==> src/rtl/adc_rd_pkg.sv <==
package adc_rd_pkg;

    typedef enum logic [2:0] {
        ST_WAIT_RDY = 3'd0,
        ST_SCLK_HI  = 3'd1,
        ST_SCLK_LO  = 3'd2,
        ST_PRESENT  = 3'd3,
        ST_REARM    = 3'd4
    } rd_state_t;

endpackage

==> src/rtl/adc_line_sync.sv <==
// Multi-stage synchronizer for the asynchronous ready/data line.
// Resets to 1 so that the idle-high line is never mistaken for "ready".
module adc_line_sync #(
    parameter int STAGES = 2
) (
    input  logic clk,
    input  logic rst_n,
    input  logic d,
    output logic q
);
    logic [STAGES-1:0] chain_q;

    generate
        for (genvar i = 0; i < STAGES; i++) begin : g_stage
            if (i == 0) begin : g_first
                always_ff @(posedge clk or negedge rst_n) begin
                    if (!rst_n) chain_q[0] <= 1'b1;
                    else        chain_q[0] <= d;
                end
            end else begin : g_rest
                always_ff @(posedge clk or negedge rst_n) begin
                    if (!rst_n) chain_q[i] <= 1'b1;
                    else        chain_q[i] <= chain_q[i-1];
                end
            end
        end
    endgenerate

    assign q = chain_q[STAGES-1];
endmodule

==> src/rtl/adc_half_timer.sv <==
// Counts system clocks within one serial-clock phase. Pulses tick on the
// last cycle of the phase and wraps, so back-to-back phases are equal.
module adc_half_timer #(
    parameter int HALF_DIV = 1000
) (
    input  logic clk,
    input  logic rst_n,
    input  logic en,
    output logic tick
);
    localparam int CNT_W = (HALF_DIV > 1) ? $clog2(HALF_DIV) : 1;
    localparam logic [CNT_W-1:0] LAST = CNT_W'(HALF_DIV - 1);

    logic [CNT_W-1:0] cnt_q;

    assign tick = en && (cnt_q == LAST);

    always_ff @(posedge clk or negedge rst_n) begin
        if (!rst_n)      cnt_q <= '0;
        else if (!en)    cnt_q <= '0;
        else if (tick)   cnt_q <= '0;
        else             cnt_q <= cnt_q + 1'b1;
    end
endmodule

==> src/rtl/adc_shift_in.sv <==
// MSB-first shift register: each new bit enters at bit 0.
module adc_shift_in #(
    parameter int W = 24
) (
    input  logic         clk,
    input  logic         rst_n,
    input  logic         shift,
    input  logic         din,
    output logic [W-1:0] q
);
    always_ff @(posedge clk or negedge rst_n) begin
        if (!rst_n)     q <= '0;
        else if (shift) q <= {q[W-2:0], din};
    end
endmodule

==> src/rtl/adc_line_reader.sv <==
module adc_line_reader #(
    parameter int DATA_W   = 24,
    parameter int HALF_DIV = 1000,
    parameter int SYNC_N   = 2
) (
    input  logic              clk,
    input  logic              rst_n,
    input  logic              rdy_data_i,
    output logic              sclk_o,
    output logic [DATA_W-1:0] word_o,
    output logic              word_valid_o
);
    import adc_rd_pkg::*;

    localparam int PULSES = DATA_W + 1;
    localparam int BIT_W  = $clog2(PULSES + 1);
    localparam logic [BIT_W-1:0] PULSE_LAST = BIT_W'(PULSES);
    localparam logic [BIT_W-1:0] DATA_LAST  = BIT_W'(DATA_W);

    rd_state_t         state_q, state_d;
    logic              line_s;
    logic              phase_tick;
    logic              phase_en;
    logic              shift_en;
    logic [BIT_W-1:0]  bit_cnt_q;
    logic [DATA_W-1:0] shift_q;
    logic              sclk_q;
    logic              valid_q;
    logic [DATA_W-1:0] word_q;

    adc_line_sync #(.STAGES(SYNC_N)) u_sync (
        .clk   (clk),
        .rst_n (rst_n),
        .d     (rdy_data_i),
        .q     (line_s)
    );

    assign phase_en = (state_q == ST_SCLK_HI) || (state_q == ST_SCLK_LO);

    adc_half_timer #(.HALF_DIV(HALF_DIV)) u_timer (
        .clk   (clk),
        .rst_n (rst_n),
        .en    (phase_en),
        .tick  (phase_tick)
    );

    // Sample at the end of the high phase, for data pulses only.
    assign shift_en = (state_q == ST_SCLK_HI) && phase_tick && (bit_cnt_q < DATA_LAST);

    adc_shift_in #(.W(DATA_W)) u_shift (
        .clk   (clk),
        .rst_n (rst_n),
        .shift (shift_en),
        .din   (line_s),
        .q     (shift_q)
    );

    // Next-state logic
    always_comb begin
        state_d = state_q;
        unique case (state_q)
            ST_WAIT_RDY: if (!line_s && !sclk_q)   state_d = ST_SCLK_HI;   // start
            ST_SCLK_HI:  if (phase_tick)           state_d = ST_SCLK_LO;   // sample
            ST_SCLK_LO:  if (phase_tick)
                             state_d = (bit_cnt_q == PULSE_LAST) ? ST_PRESENT  // finish
                                                                 : ST_SCLK_HI; // next pulse
            ST_PRESENT:                            state_d = ST_REARM;
            ST_REARM:    if (line_s)               state_d = ST_WAIT_RDY;  // re-arm
            default:                               state_d = ST_WAIT_RDY;
        endcase
    end

    // State register
    always_ff @(posedge clk or negedge rst_n) begin
        if (!rst_n) state_q <= ST_WAIT_RDY;
        else        state_q <= state_d;
    end

    // Pulse counter: incremented at the end of each high phase
    always_ff @(posedge clk or negedge rst_n) begin
        if (!rst_n)                                    bit_cnt_q <= '0;
        else if (state_q == ST_WAIT_RDY)               bit_cnt_q <= '0;
        else if ((state_q == ST_SCLK_HI) && phase_tick) bit_cnt_q <= bit_cnt_q + 1'b1;
    end

    // Registered outputs, decoded from the next state
    always_ff @(posedge clk or negedge rst_n) begin
        if (!rst_n) begin
            sclk_q  <= 1'b0;
            valid_q <= 1'b0;
            word_q  <= '0;
        end else begin
            sclk_q  <= (state_d == ST_SCLK_HI);
            valid_q <= (state_d == ST_PRESENT);
            if ((state_d == ST_PRESENT) && (state_q != ST_PRESENT))
                word_q <= shift_q;
        end
    end

    assign sclk_o       = sclk_q;
    assign word_valid_o = valid_q;
    assign word_o       = word_q;
endmodule

==> config.mk <==
export PLATFORM = sky130hd
export DESIGN_NAME = adc_line_reader
export DESIGN_NICKNAME = d
export VERILOG_FILES = /design/src/rtl/adc_rd_pkg.sv /design/src/rtl/adc_line_sync.sv /design/src/rtl/adc_half_timer.sv /design/src/rtl/adc_shift_in.sv /design/src/rtl/adc_line_reader.sv
export SDC_FILE = /design/constraint.sdc
export NUM_CORES = 1
export LEC_CHECK = 0
export BUFFER_PORTS_ARGS = -buffer_cell sky130_fd_sc_hd__buf_2
export CORE_MARGIN = 2
export CORE_UTILIZATION = 50
export CTS_CLUSTER_DIAMETER = 50
export DETAILED_ROUTE_END_ITERATION = 12
export PLACE_DENSITY = 0.71
export SLEW_MARGIN = 20
export SYNTH_ARGS = -nofsm -noshare
export SYNTH_HDL_FRONTEND = slang
export SYNTH_SLANG_ARGS = --single-unit
==> constraint.sdc <==
create_clock -name clk -period 1.8 [get_ports clk]
set_clock_uncertainty 0.05 [all_clocks]
set_input_delay 0.09 -clock clk [delete_from_list [all_inputs] [get_ports clk]]
set_output_delay 0.09 -clock clk [all_outputs]
set_load 0.01 [all_outputs]
After elaboration in Yosys (flattened, before gate mapping). Cells that the tools add are included.

Bits in registers: 70. Latch bits: 0. RAM bits: 0. Memory bits (read-only): 0. Memories kept: 0.

$add $sub $neg: 2. $mul: 0. Div/mod/pow operators: 0. Magnitude comparators: 1. Equal/unequal tests: 9. Shifts and indexed selects: 0. Muxes and demuxes: 10. Bitwise logic cells: 0. Reduce and logical (&&, ||, !) cells: 10.

Operators by type and width (count): 10-bit 2-to-1 mux (2); 3-bit case mux with 5 select lines (1); 3-bit 2-to-1 mux (4); 10-bit by 1-bit adder with 10-bit output, second input constant (1); 10-bit == test, second input constant (1); 5-bit 2-to-1 mux (2); 3-bit by 2-bit == test with 1-bit output, second input constant (3); 3-bit by 1-bit == test with 1-bit output, second input constant (2); 5-bit by 1-bit adder with 5-bit output, second input constant (1); 5-bit == test, second input constant (1); 1-bit logical AND (5); 5-bit less-than comparator, second input constant (1); 3-bit == test, second input constant (1); 3-bit zero test (1); 3-bit by 2-bit inequality test with 1-bit output, second input constant (1); 1-bit zero test (2); 2-bit 2-to-1 mux (1); 2-bit nonzero test (1); 1-bit logical OR (1).

Longest topological paths before layout. Gate-level depths: netlist (run 1).

Depth after elaboration: 7. Gate-level depth with buffers: 7. Mapped depth without buffers: 6.

By module. From an unflattened synthesis (run 1), not the netlist that was laid out.

Cells, all modules: 205. Area, all modules: 3111.7 um2.

Modules (own cells, without submodules): adc_line_reader (instances 1, cells an instance 99, area an instance 1535.2 um2); adc_shift_in (instances 1, cells an instance 51, area an instance 997.2 um2); adc_half_timer (instances 1, cells an instance 53, area an instance 526.8 um2); adc_line_sync (instances 1, cells an instance 2, area an instance 52.6 um2).

Worst setup path before layout (run 1). OpenSTA, ideal clock, no wires.

Kind: register to register. From: register u_timer.cnt_q[0]. To: register word_q[16] (netlist: word_o[16]). Arrival time: 1.698 ns. Path slack: -0.073 ns. Stages on the path, launching flop included: 8. Path buffers: 2. Period minus slack after synthesis: 1.873 ns. Cell sequence: dfrtp_1 -> ha_1 -> buf_8 -> and4bb_2 -> nand3_1 -> nor2_4 -> buf_6 -> mux2_2.

Word-level cells in the longest chain between the ends: 6.

Ends and longest elaborated chain: from (decl) (RTL line adc_half_timer.sv:14) `logic [CNT_W-1:0] cnt_q;`; from (signal assigned) (RTL line adc_half_timer.sv:22) `else cnt_q <= cnt_q + 1'b1;`; 10-bit == test (*) (RTL line adc_half_timer.sv:16) `assign tick = en && (cnt_q == LAST);`; 1-bit logical AND (*) (RTL line adc_half_timer.sv:16); 3-bit 2-to-1 mux, on equally long branches (RTL line adc_line_reader.sv:64, adc_line_reader.sv:63); 3-bit case mux with 5 select lines (*) (RTL line adc_line_reader.sv:61) `unique case (state_q)`; 3-bit by 2-bit == test with 1-bit output (*) (RTL line adc_line_reader.sv:95) `if ((state_d == ST_PRESENT) && (state_q != ST_PRESENT))`; 1-bit logical AND (*) (RTL line adc_line_reader.sv:95); to (signal assigned) (RTL line adc_line_reader.sv:96) `word_q <= shift_q;`; to (decl) (RTL line adc_line_reader.sv:29) `logic [DATA_W-1:0] word_q;`.

Every way passes the cells marked *; elsewhere a longest branch is shown, timed or not. A chain may end at the register's enable or synchronous reset.

Final worst setup path (run 1).
From: register u_timer.cnt_q[3]. To: register u_shift.q[13].

Word-level cells in the longest chain between the ends: 4.

Ends and longest elaborated chain: 10-bit == test (RTL line adc_half_timer.sv:16); 1-bit logical AND (RTL line adc_half_timer.sv:16); 1-bit logical AND (2 in series) (RTL line adc_line_reader.sv:48) `assign shift_en = (state_q == ST_SCLK_HI) && phase_tick && (bit_cnt_q < DATA_LAST);`; to (signal assigned) (RTL line adc_shift_in.sv:13) `else if (shift) q <= {q[W-2:0], din};`; to (decl) (RTL line adc_shift_in.sv:9) `output logic [W-1:0] q`.

Every way passes these cells.

==> results_dict.tcl, run 1 <==
set metrics [dict create \
    run_status "complete, but fails checks" \
    violated_checks "negative setup slack" \
    maximum_ir_drop_on_the_vdd_rail_v 0.000421 \
    worstSetupPathDepth 5 \
    cpLargestDelayFamily "simple AND/OR/NAND/NOR gates" \
    cap_violations 0 \
    hold_viol 0 \
    r2r_cells 5 \
    post_synth_instance_area_um2 3030 \
    synth_seq_cells 70 \
    area_delta_synth_final_pct 23.9 \
    placeableCoreArea_um2 5890 \
    htree_levels 3 \
    startpoint_type "flip-flop" \
    critical_path.n_buffers_inverters 1 \
    power_leakage_uw 0.00188 \
    via_count 1794 \
    synthesis.yosys.warnings 0 \
    synth.top_cell.area_share_pct 56.2 \
    crit_chain "and4bb_4 -> nand4_4 -> a21oi_4 -> clkbuf_16 -> mux2_4" \
    global_route_wire_length_before_repair_um 8240 \
    synth-seq-area-share_pct 57.9 \
    worstReg2RegStart "u_timer.cnt_q[3]$_DFF_PN0_" \
    finalSetupViolCount 10 \
    fillerInstances 438 \
    cts.root.buffer_cell "sky130_fd_sc_hd__clkbuf_8" \
    yosys-top-cells-area "sky130_fd_sc_hd__dfrtp_1 56%, sky130_fd_sc_hd__mux2_4 9.9%, sky130_fd_sc_hd__mux2_2 9.3%" \
    detail-route-antenna-nets 0 \
    final_period_minus_worst_setup_slack_ns 1.82 \
    layout_commonest_cell "sky130_fd_sc_hd__dfrtp_1" \
    max_clock_freq_ghz 0.550 \
    critical_path.max_stage_delay_ns 0.40 \
    grt_pass1_vias 1718 \
    place_worst_setup_slack_ns -0.00443 \
    proportion_of_register_bits_with_asynchronous_set_or_reset_after_synthesis_pct 100 \
    power_per_cell_area_nw_per_um2 780 \
    wl_um 5560 \
    timing.critical_path.required_ns 1.98 \
    layout.cells.most_common_list "68 x sky130_fd_sc_hd__dfrtp_1, 37 x sky130_fd_sc_hd__mux2_4, 28 x sky130_fd_sc_hd__buf_2" \
    slew_viol_final 0 \
    syn_nets 215 \
    layout.core_utilization_pct 63.7 \
    die_x_um 81.8 \
    max-clock-path-buffers 2 \
    timing.max_slew.rel_slack_pct 69.6 \
    postSynthCellCount 209 \
    cp-end-kind "flip-flop" \
    layout-drive-gt1-share_pct 49.5 \
    top_level_ports 29 \
    nNetsFinal 274 \
    holdCritPathClass "in2async" \
    design.die.area_um2 6690 \
    groute.usage.overall_pct 16.7 \
    synth_cell_types 39 \
    io_buffers 28 \
    timing.critical_path.from "u_timer.cnt_q[3]$_DFF_PN0_" \
    crit_path_top_delay_cell "sky130_fd_sc_hd__dfrtp_1" \
    tritoncts "built" \
    worst-path-max-fanout 8 \
    total_power_uw 2930 \
    route.detailed.drc 0 \
    clkSinkCount 70 \
    gp_routability_congestion 0.759 \
    hpwl_um 3270 \
    rsz0062_at_grt "yes" \
    top_cell_type_by_total_area_after_synthesis "sky130_fd_sc_hd__dfrtp_1" \
    cts_buffers 9 \
    clkTransAtPathRegs_ns 0.08 \
    routed_wire_length_per_instance_um 16.0 \
    die_y_um 81.8 \
    critPathArrivalTime_ns 2.00 \
    post_syn_area_per_cell_um2 14.5 \
    dominantRegCellSynth "sky130_fd_sc_hd__dfrtp_1" \
    grt_start_max_net_pins 54 \
    first_iter_violations 106 \
    detailedRoute.firstPassIterationCount 4 \
    number_of_enable_flip_flop_cells_after_synthesis 0 \
    rows 28 \
    diodes 0 \
    worstSkewPairLatency_ns 0.34 \
    grt-ovfl-total 0 \
    layout_setup_ws_ns -0.0194 \
    timing_worst_slew_pin_value_ns 0.457 \
    antenna_found_initial 0 \
    vias_per_cell 5.16 \
    final.period_utilization_pct 101 \
    worstSetupPathType "reg2reg" \
    starting_density_pct 51.4 \
]
==> power by group <==
| part | internal (uW) | total, uW | switching, uW |
|---|---|---|---|
| clock network | 688 | 1310 | 622 |
| registers | 1580 | 1580 | 2.00 |
| logic | 8.85 | 39.5 | 30.6 |
==> logic make-up after synthesis <==
family                     after synthesis  share of synthesized area [%]
DFF                                     70                           57.9
adders and majority gates                3                           1.24
AOI/OAI and AO/OA                       14                           3.02
xor gates and xnor gates                10                           2.89
muxes                                   48                           20.3
and+or+nand+nor                         52                           10.7
buffers and inverters                   12                           3.93
==> path summary, 6_finish.rpt <==
kind	end	slack, ns
min in group clk	u_sync.q$_DFF_PN1_	0.31
max in group asynchronous	u_shift.q[5]$_DFFE_PN0P_	0.90
hold reg to reg	u_sync.q$_DFF_PN1_	0.31
setup / recovery	u_shift.q[13]$_DFFE_PN0P_	-0.02
hold / removal	u_timer.cnt_q[5]$_DFF_PN0_	0.18
setup reg to reg	u_shift.q[13]$_DFFE_PN0P_	-0.02
==> cell usage after synthesis (2+ instances only) <==
| cell | instances |
|---|---|
| sky130_fd_sc_hd__nor3b_1 | 2 |
| sky130_fd_sc_hd__mux2_2 | 25 |
| sky130_fd_sc_hd__dfstp_2 | 2 |
| sky130_fd_sc_hd__dfrtp_1 | 68 |
| sky130_fd_sc_hd__mux2_4 | 20 |
| sky130_fd_sc_hd__ha_1 | 3 |
| sky130_fd_sc_hd__inv_1 | 4 |
| sky130_fd_sc_hd__buf_4 | 2 |
| sky130_fd_sc_hd__mux2_1 | 3 |
| sky130_fd_sc_hd__buf_6 | 3 |
| sky130_fd_sc_hd__or3_1 | 2 |
| sky130_fd_sc_hd__nor3_1 | 3 |
| sky130_fd_sc_hd__and3_1 | 3 |
| sky130_fd_sc_hd__nand2_1 | 5 |
| sky130_fd_sc_hd__xor2_1 | 4 |
| sky130_fd_sc_hd__a21oi_1 | 5 |
| sky130_fd_sc_hd__nor2_1 | 16 |
| sky130_fd_sc_hd__buf_12 | 2 |
| sky130_fd_sc_hd__o21ai_0 | 5 |
| sky130_fd_sc_hd__xnor2_1 | 6 |
| sky130_fd_sc_hd__nand3_1 | 8 |
==> sequential cells by signal, indices dropped and copies added, names as in the netlist <==
| name | count |
|---|---|
| word_o | 24 |
| bit_cnt_q | 5 |
| u_sync.q | 1 |
| word_valid_o | 1 |
| sclk_o | 1 |
| u_timer.cnt_q | 10 |
| u_shift.q | 24 |
| state_q | 3 |
| u_sync.chain_q | 1 |
==> final cells by class <==
cell class	count	area [um^2]	share of cell area, %
sequential	70	1750	46.8
multi-input combinational	127	1250	33.2
timing repair buffer	56	435	11.6
clock buffer	10	138	3.67
tap	75	93.8	2.50
clock inverter	6	68.8	1.83
inverter	4	15.0	0.400
==> worst register-to-register path, delay by kind of cell (launching register included) <==
family          cells  cell delay, ns
simple gates        2            0.49
flops               1            0.40
mux                 1            0.30
compound gates      1            0.25
buf+inv             1            0.22
==> routing by layer <==
layer	vias to the layer above	global-route usage [%]	share of wire, %
li1	857	-	-
met1	904	23.9	48
met2	25	23.9	47
met3	8	3.30	2.4
met4	0	9.00	1.8
met5	-	0	0
==> what timing repair did <==
action / in CTS / in global routing
pin swaps: 1 / 1
endpoints found under the setup margin: 11 / 37
cloned: 0 / 3
resized for setup: 1 / 22
setup buffers: 0 / 3
endpoints found under the hold margin: 18 / 0
hold buffers: 2 / 0
==> through the flow <==
stage               instance area [um^2]  instances  hold WS (ns)  TNS [ns]
floorplan                           3040        209        -0.256    -0.597
global placement                    3350        324        0.0153         0
detailed placement                  3350        324        0.0171   -0.0126
CTS                                 3580        342         0.190         0
global route                        3750        348         0.228     -1.65
finish                              3750        348         0.179    -0.105
No activity file was read; power rests on OpenSTA's default activity.
==> run 2, diff against run 1 <==
--- a/config.mk
+++ b/config.mk
@@ -5,12 +5,13 @@
 export SDC_FILE = /design/constraint.sdc
 export NUM_CORES = 1
 export LEC_CHECK = 0
-export BUFFER_PORTS_ARGS = -buffer_cell sky130_fd_sc_hd__buf_2
+export BUFFER_PORTS_ARGS = -buffer_cell sky130_fd_sc_hd__clkbuf_2
 export CORE_MARGIN = 2
 export CORE_UTILIZATION = 50
 export CTS_CLUSTER_DIAMETER = 50
 export DETAILED_ROUTE_END_ITERATION = 12
 export PLACE_DENSITY = 0.71
+export RECOVER_POWER = 100
 export SLEW_MARGIN = 20
 export SYNTH_ARGS = -nofsm -noshare
 export SYNTH_HDL_FRONTEND = slang
==> run 2 against run 1 <==
  * The run now ends clean
  * Via count rose by 0.84%
  * Cell count is 0.86% lower
  * Cell area down 4.4%
  * Core utilization shrank 2.8 points
  * Non-clock buffer count fell by 3
  * Combinational power up 8.1%
  * Die area stayed put
  * Sequential power about the same
  * Fmax increased by 4.1%
  * Worst hold slack improved by 0.14 ns
  * Worst setup slack better by 0.072 ns
  * Power decreased by 0.72%
==> results_dict.tcl, run 2 (same netlist as run 1, synthesis figures left out) <==
set metrics [dict create \
    clkTransAtPathRegs_ns 0.08 \
    vias_per_cell 5.24 \
    postPlaceCellArea_um2 3390 \
    place_worst_setup_slack_ns -0.00646 \
    crit_path_top_delay_cell "sky130_fd_sc_hd__dfrtp_2" \
    max_clock_freq_ghz 0.572 \
    cpLargestDelayFamily "flip-flops" \
    critical_path.max_stage_delay_ns 0.44 \
    final.period_utilization_pct 97.1 \
    startpoint_type "flip-flop" \
    critical_path.n_buffers_inverters 1 \
    area_delta_synth_final_pct 18.5 \
    grt_pass1_vias 1741 \
    hold_viol 0 \
    run_status "complete, no violations" \
    grt_start_max_net_pins 27 \
    first_iter_violations 70 \
    layout_commonest_cell "sky130_fd_sc_hd__dfrtp_1" \
    die_x_um 81.8 \
    crit_chain "nor3b_4 -> nand4_4 -> a21oi_4 -> buf_8 -> mux2_4" \
    worstSetupPathType "reg2reg" \
    cts_buffers 9 \
    global_route_wire_length_before_repair_um 8480 \
    maximum_ir_drop_on_the_vdd_rail_v 0.000546 \
    max-clock-path-buffers 2 \
    io_buffers 28 \
    detailedRoute.firstPassIterationCount 4 \
    layout.core_utilization_pct 60.9 \
    detail-route-antenna-nets 0 \
    route.detailed.drc 0 \
    gp_routability_congestion 0.781 \
    rows 28 \
    antenna_found_initial 0 \
    timing.critical_path.required_ns 1.98 \
    grt-ovfl-total 0 \
    holdCritStartpoint "u_sync.chain_q[0]$_DFF_PN1_" \
    groute.usage.overall_pct 17.3 \
    placedCellCount 327 \
    slew_viol_final 0 \
    layout_setup_ws_ns 0.0522 \
    total_power_uw 2910 \
    cap_violations 0 \
    post-route-cell-area_um2 3590 \
    timing.max_slew.rel_slack_pct 11.2 \
    die_y_um 81.8 \
    instances_no_fill 345 \
    holdCritPathClass "reg2reg" \
    rsz0062_at_grt "yes" \
    nNetsFinal 271 \
    power_per_cell_area_nw_per_um2 810 \
    diodes 0 \
    critPathArrivalTime_ns 1.92 \
    cp-end-kind "flip-flop" \
    htree_levels 3 \
    worst-path-max-fanout 14 \
    tritoncts "built" \
    layout-drive-gt1-share_pct 37.8 \
    design.die.area_um2 6690 \
    worstSkewPairLatency_ns 0.34 \
    placeableCoreArea_um2 5890 \
    via_count 1809 \
    starting_density_pct 51.4 \
    worstReg2RegStart "state_q[2]$_DFF_PN0_" \
    hpwl_um 3470 \
    power_leakage_uw 0.00172 \
    cts.root.buffer_cell "sky130_fd_sc_hd__clkbuf_8" \
    layout.cells.most_common_list "67 x sky130_fd_sc_hd__dfrtp_1, 28 x sky130_fd_sc_hd__clkbuf_1, 23 x sky130_fd_sc_hd__mux2_4" \
    timing_worst_slew_pin_value_ns 1.33 \
    timing.critical_path.from "state_q[2]$_DFF_PN0_" \
    final_period_minus_worst_setup_slack_ns 1.75 \
    clkSinkCount 70 \
    top_level_ports 29 \
    routed_wire_length_per_instance_um 14.8 \
    finalSetupViolCount 0 \
    wl_um 5110 \
]
[run 2: path summary, 6_finish.rpt]
| path | slack, ns | cells past startpoint | end |
|---|---|---|---|
| worst min-delay path | 0.32 | 0 | u_sync.q$_DFF_PN1_ |
| worst max register to register | 0.05 | 5 | u_shift.q[21]$_DFFE_PN0P_ |
| worst min register to register | 0.32 | 0 | u_sync.q$_DFF_PN1_ |
| max in group asynchronous | 0.30 | 3 | state_q[2]$_DFF_PN0_ |
| worst max-delay path | 0.05 | 5 | u_shift.q[21]$_DFFE_PN0P_ |
| min in group asynchronous | 0.52 | 2 | u_shift.q[20]$_DFFE_PN0P_ |
[run 2: per-layer routing]
| metal | vias up | wire length [um] | global-route usage [%] | share of wire (%) |
|---|---|---|---|---|
| li1 | 853 | - | - | - |
| met1 | 917 | 2460 | 24.7 | 48 |
| met2 | 29 | 2390 | 24.3 | 47 |
| met3 | 10 | 132 | 3.63 | 2.6 |
| met4 | 0 | 127 | 9.83 | 2.5 |
| met5 | - | 0 | 0 | 0 |
[run 2: per-stage QoR]
stage	hold slack [ns]	setup TNS [ns]
2_1_floorplan	-0.256	-0.597
3_3_place_gp	0.0685	0
3_5_place_dp	0.0751	-0.00646
4_1_cts	0.250	0
5_1_grt	0.330	-0.438
6_report	0.323	0
[run 2: timing repair]
item,in CTS,in global routing
buffers inserted,0,0
pin swaps,0,1
hold endpoints to repair,22,0
resized for setup,1,8
endpoints found under the setup margin,19,45
hold buffers,2,0
[run 2: cell type report]
type,count,area (um^2)
Tap cell,75,93.8
Multi-Input combinational cell,127,1180
Fill cell,482,2300
Clock buffer,10,138
Sequential cell,70,1760
Timing Repair Buffer,53,332
Clock inverter,6,68.8
Inverter,4,15.0
[run 2: report_power, final]
group | switching [uW] | internal (uW) | total [uW]
Combinational | 31.9 | 10.8 | 42.7
Sequential | 1.79 | 1580 | 1580
Clock | 601 | 685 | 1290
Total | 635 | 2270 | 2910
==> run 3, diff against run 2 <==
--- a/config.mk
+++ b/config.mk
@@ -6,7 +6,7 @@
 export NUM_CORES = 1
 export LEC_CHECK = 0
 export BUFFER_PORTS_ARGS = -buffer_cell sky130_fd_sc_hd__clkbuf_2
-export CORE_MARGIN = 2
+export CORE_MARGIN = 1
 export CORE_UTILIZATION = 50
 export CTS_CLUSTER_DIAMETER = 50
 export DETAILED_ROUTE_END_ITERATION = 12
==> constraint.sdc (replaced) <==
create_clock -name clk -period 1.4 [get_ports clk]
set_clock_uncertainty 0.05 [all_clocks]
set_input_delay 0.07 -clock clk [delete_from_list [all_inputs] [get_ports clk]]
set_output_delay 0.07 -clock clk [all_outputs]
set_load 0.01 [all_outputs]
==> run 3 against run 2 <==
  * The flow now finishes with violations (negative setup slack)
  * Core utilization is 10 points higher
  * Non-clock buffer count is 26 higher
  * Worst setup slack worse by 0.53 ns
  * Power is 39% higher
  * Clock power is 53% higher
  * Die area is 4.8% lower
  * Via count is 8.3% higher
  * Register-to-register slack worse by 0.53 ns
  * Critical path depth is 2 higher
  * Combinational power is 14% higher
  * Cell count is 6.7% higher
  * Fmax is 7.0% lower
  * Largest power group unchanged
  * Highest routed layer unchanged
==> results_dict.tcl, run 3 (same netlist as run 1, synthesis figures left out) <==
set metrics [dict create \
    run_status "complete, but fails checks" \
    violated_checks "negative setup slack" \
    seqCellArea_um2 1750 \
    maximum_ir_drop_on_the_vdd_rail_v 0.000817 \
    layout_setup_ws_ns -0.479 \
    hold_viol 0 \
    worstSkewPairLatency_ns 0.34 \
    top_level_ports 29 \
    hpwl_um 3740 \
    grt_pass1_vias 2007 \
    layout-drive-gt1-share_pct 50.0 \
    slew_viol_final 0 \
    nNetsFinal 297 \
    die_y_um 79.8 \
    worstSetupPathType "reg2reg" \
    layout.cells.most_common_list "68 x sky130_fd_sc_hd__dfrtp_1, 39 x sky130_fd_sc_hd__mux2_4, 31 x sky130_fd_sc_hd__buf_4" \
    cts_buffers 9 \
    timing.critical_path.required_ns 1.58 \
    final.period_utilization_pct 134 \
    power_per_cell_area_nw_per_um2 1000 \
    clkSinkCount 70 \
    layout_commonest_cell "sky130_fd_sc_hd__dfrtp_1" \
    finalSetupViolCount 67 \
    design.die.area_um2 6370 \
    power_leakage_uw 0.00191 \
    topRoutingLayerUsed "met4" \
    max-clock-path-buffers 2 \
    startpoint_type "flip-flop" \
    max_clock_freq_ghz 0.532 \
    diodes 0 \
    global_route_wire_length_before_repair_um 9830 \
    detailedRoute.firstPassIterationCount 6 \
    first_iter_violations 74 \
    detail-route-antenna-nets 0 \
    routed-wl-met3_um 278 \
    cp-end-kind "flip-flop" \
    final_period_minus_worst_setup_slack_ns 1.88 \
    wl_um 6410 \
    vias_per_cell 5.32 \
    die_x_um 79.8 \
    htree_levels 3 \
    total_power_uw 4050 \
    grt_start_max_net_pins 33 \
    multi_input_area_um2 1360 \
    io_buffers 28 \
    tritoncts "built" \
    antenna_found_initial 0 \
    grt-ovfl-total 0 \
    m1WireLength_um 2730 \
    groute.usage.overall_pct 21.1 \
    via_count 1959 \
    rows 27 \
    placedCellCount 335 \
    timing_worst_slew_pin_value_ns 0.745 \
    cap_violations 0 \
    worst-path-max-fanout 9 \
    clkTransAtPathRegs_ns 0.07 \
    instances_no_fill 368 \
    routed_wire_length_per_instance_um 17.4 \
    rsz0062_at_grt "yes" \
    cts.root.buffer_cell "sky130_fd_sc_hd__clkbuf_8" \
    critPathArrivalTime_ns 2.05 \
    timing.max_slew.rel_slack_pct 50.3 \
    starting_density_pct 53.4 \
    fillerInstances 386 \
    wl_met2_um 3280 \
    holdCritPathClass "in2async" \
    area_delta_synth_final_pct 33.8 \
    gp_routability_congestion 0.823 \
    route.detailed.drc 0 \
    placeableCoreArea_um2 5680 \
]
-- run 3: critical path: stages (launching register included) --
cell	delay [ns]
sky130_fd_sc_hd__dfrtp_1	0.39
sky130_fd_sc_hd__inv_2	0.06
sky130_fd_sc_hd__ha_1	0.12
sky130_fd_sc_hd__and4b_1	0.25
sky130_fd_sc_hd__nand2_2	0.11
sky130_fd_sc_hd__nor2_4	0.26
sky130_fd_sc_hd__buf_12	0.18
sky130_fd_sc_hd__mux2_2	0.34
-- run 3: final cells by class --
type                    count  share of cell area [%]
flip-flops and latches     70                    43.3
clock buffers              10                    3.40
repair buffers             79                    14.5
multi-input cells         127                    33.5
clock inverters             6                    2.69
inverters                   4                   0.371
well taps                  72                    2.22
-- run 3: metrics by stage --
step	setup WS (ns)	hold slack [ns]	util [%]	setup TNS, ns	cell area, um^2
final	-0.479	0.247	71.4	-24.31	4050
after global routing	-0.539	0.299	71.4	-30.21	4050
after CTS	-0.394	0.115	68.4	-22.08	3880
after detailed placement	-0.400	-0.0405	61.2	-20.04	3470
after global placement	-0.332	-0.0440	61.2	-16.99	3470
after floorplan	-0.423	-0.276	-	-19.51	3040
-- run 3: worst paths after layout --
check                      depth (start not counted)  slack (ns)                         end                        start
hold reg to reg                                    0        0.31          u_sync.q$_DFF_PN1_  u_sync.chain_q[0]$_DFF_PN1_
max in group asynchronous                          3        0.13          u_sync.q$_DFF_PN1_                        rst_n
min in group clk                                   0        0.31          u_sync.q$_DFF_PN1_  u_sync.chain_q[0]$_DFF_PN1_
setup / recovery                                   7       -0.48      word_o[15]$_DFFE_PN0P_     bit_cnt_q[1]$_DFFE_PN0P_
hold / removal                                     2        0.25  u_timer.cnt_q[9]$_DFF_PN0_                        rst_n
setup reg to reg                                   7       -0.48      word_o[15]$_DFFE_PN0P_     bit_cnt_q[1]$_DFFE_PN0P_
-- run 3: layer usage --
layer,GRT usage (%),up-vias
li1,-,891
met1,25.3,999
met2,34.8,56
met3,7.77,13
met4,7.86,0
met5,0,-
-- run 3: repair_timing --
item / in CTS / in global routing
gates resized for setup: 27 / 40
setup endpoints to repair: 67 / 67
hold buffers: 2 / 0
endpoints found under the hold margin: 69 / 0
gates cloned: 1 / 2
buffers inserted: 5 / 8
pin swaps: 2 / 25
-- run 3: report_power, final --
| part | switching, uW | internal, uW |
|---|---|---|
| clock network | 747 | 1230 |
| registers | 2.24 | 2030 |
| logic | 39.9 | 8.83 |
| total | 789 | 3260 |
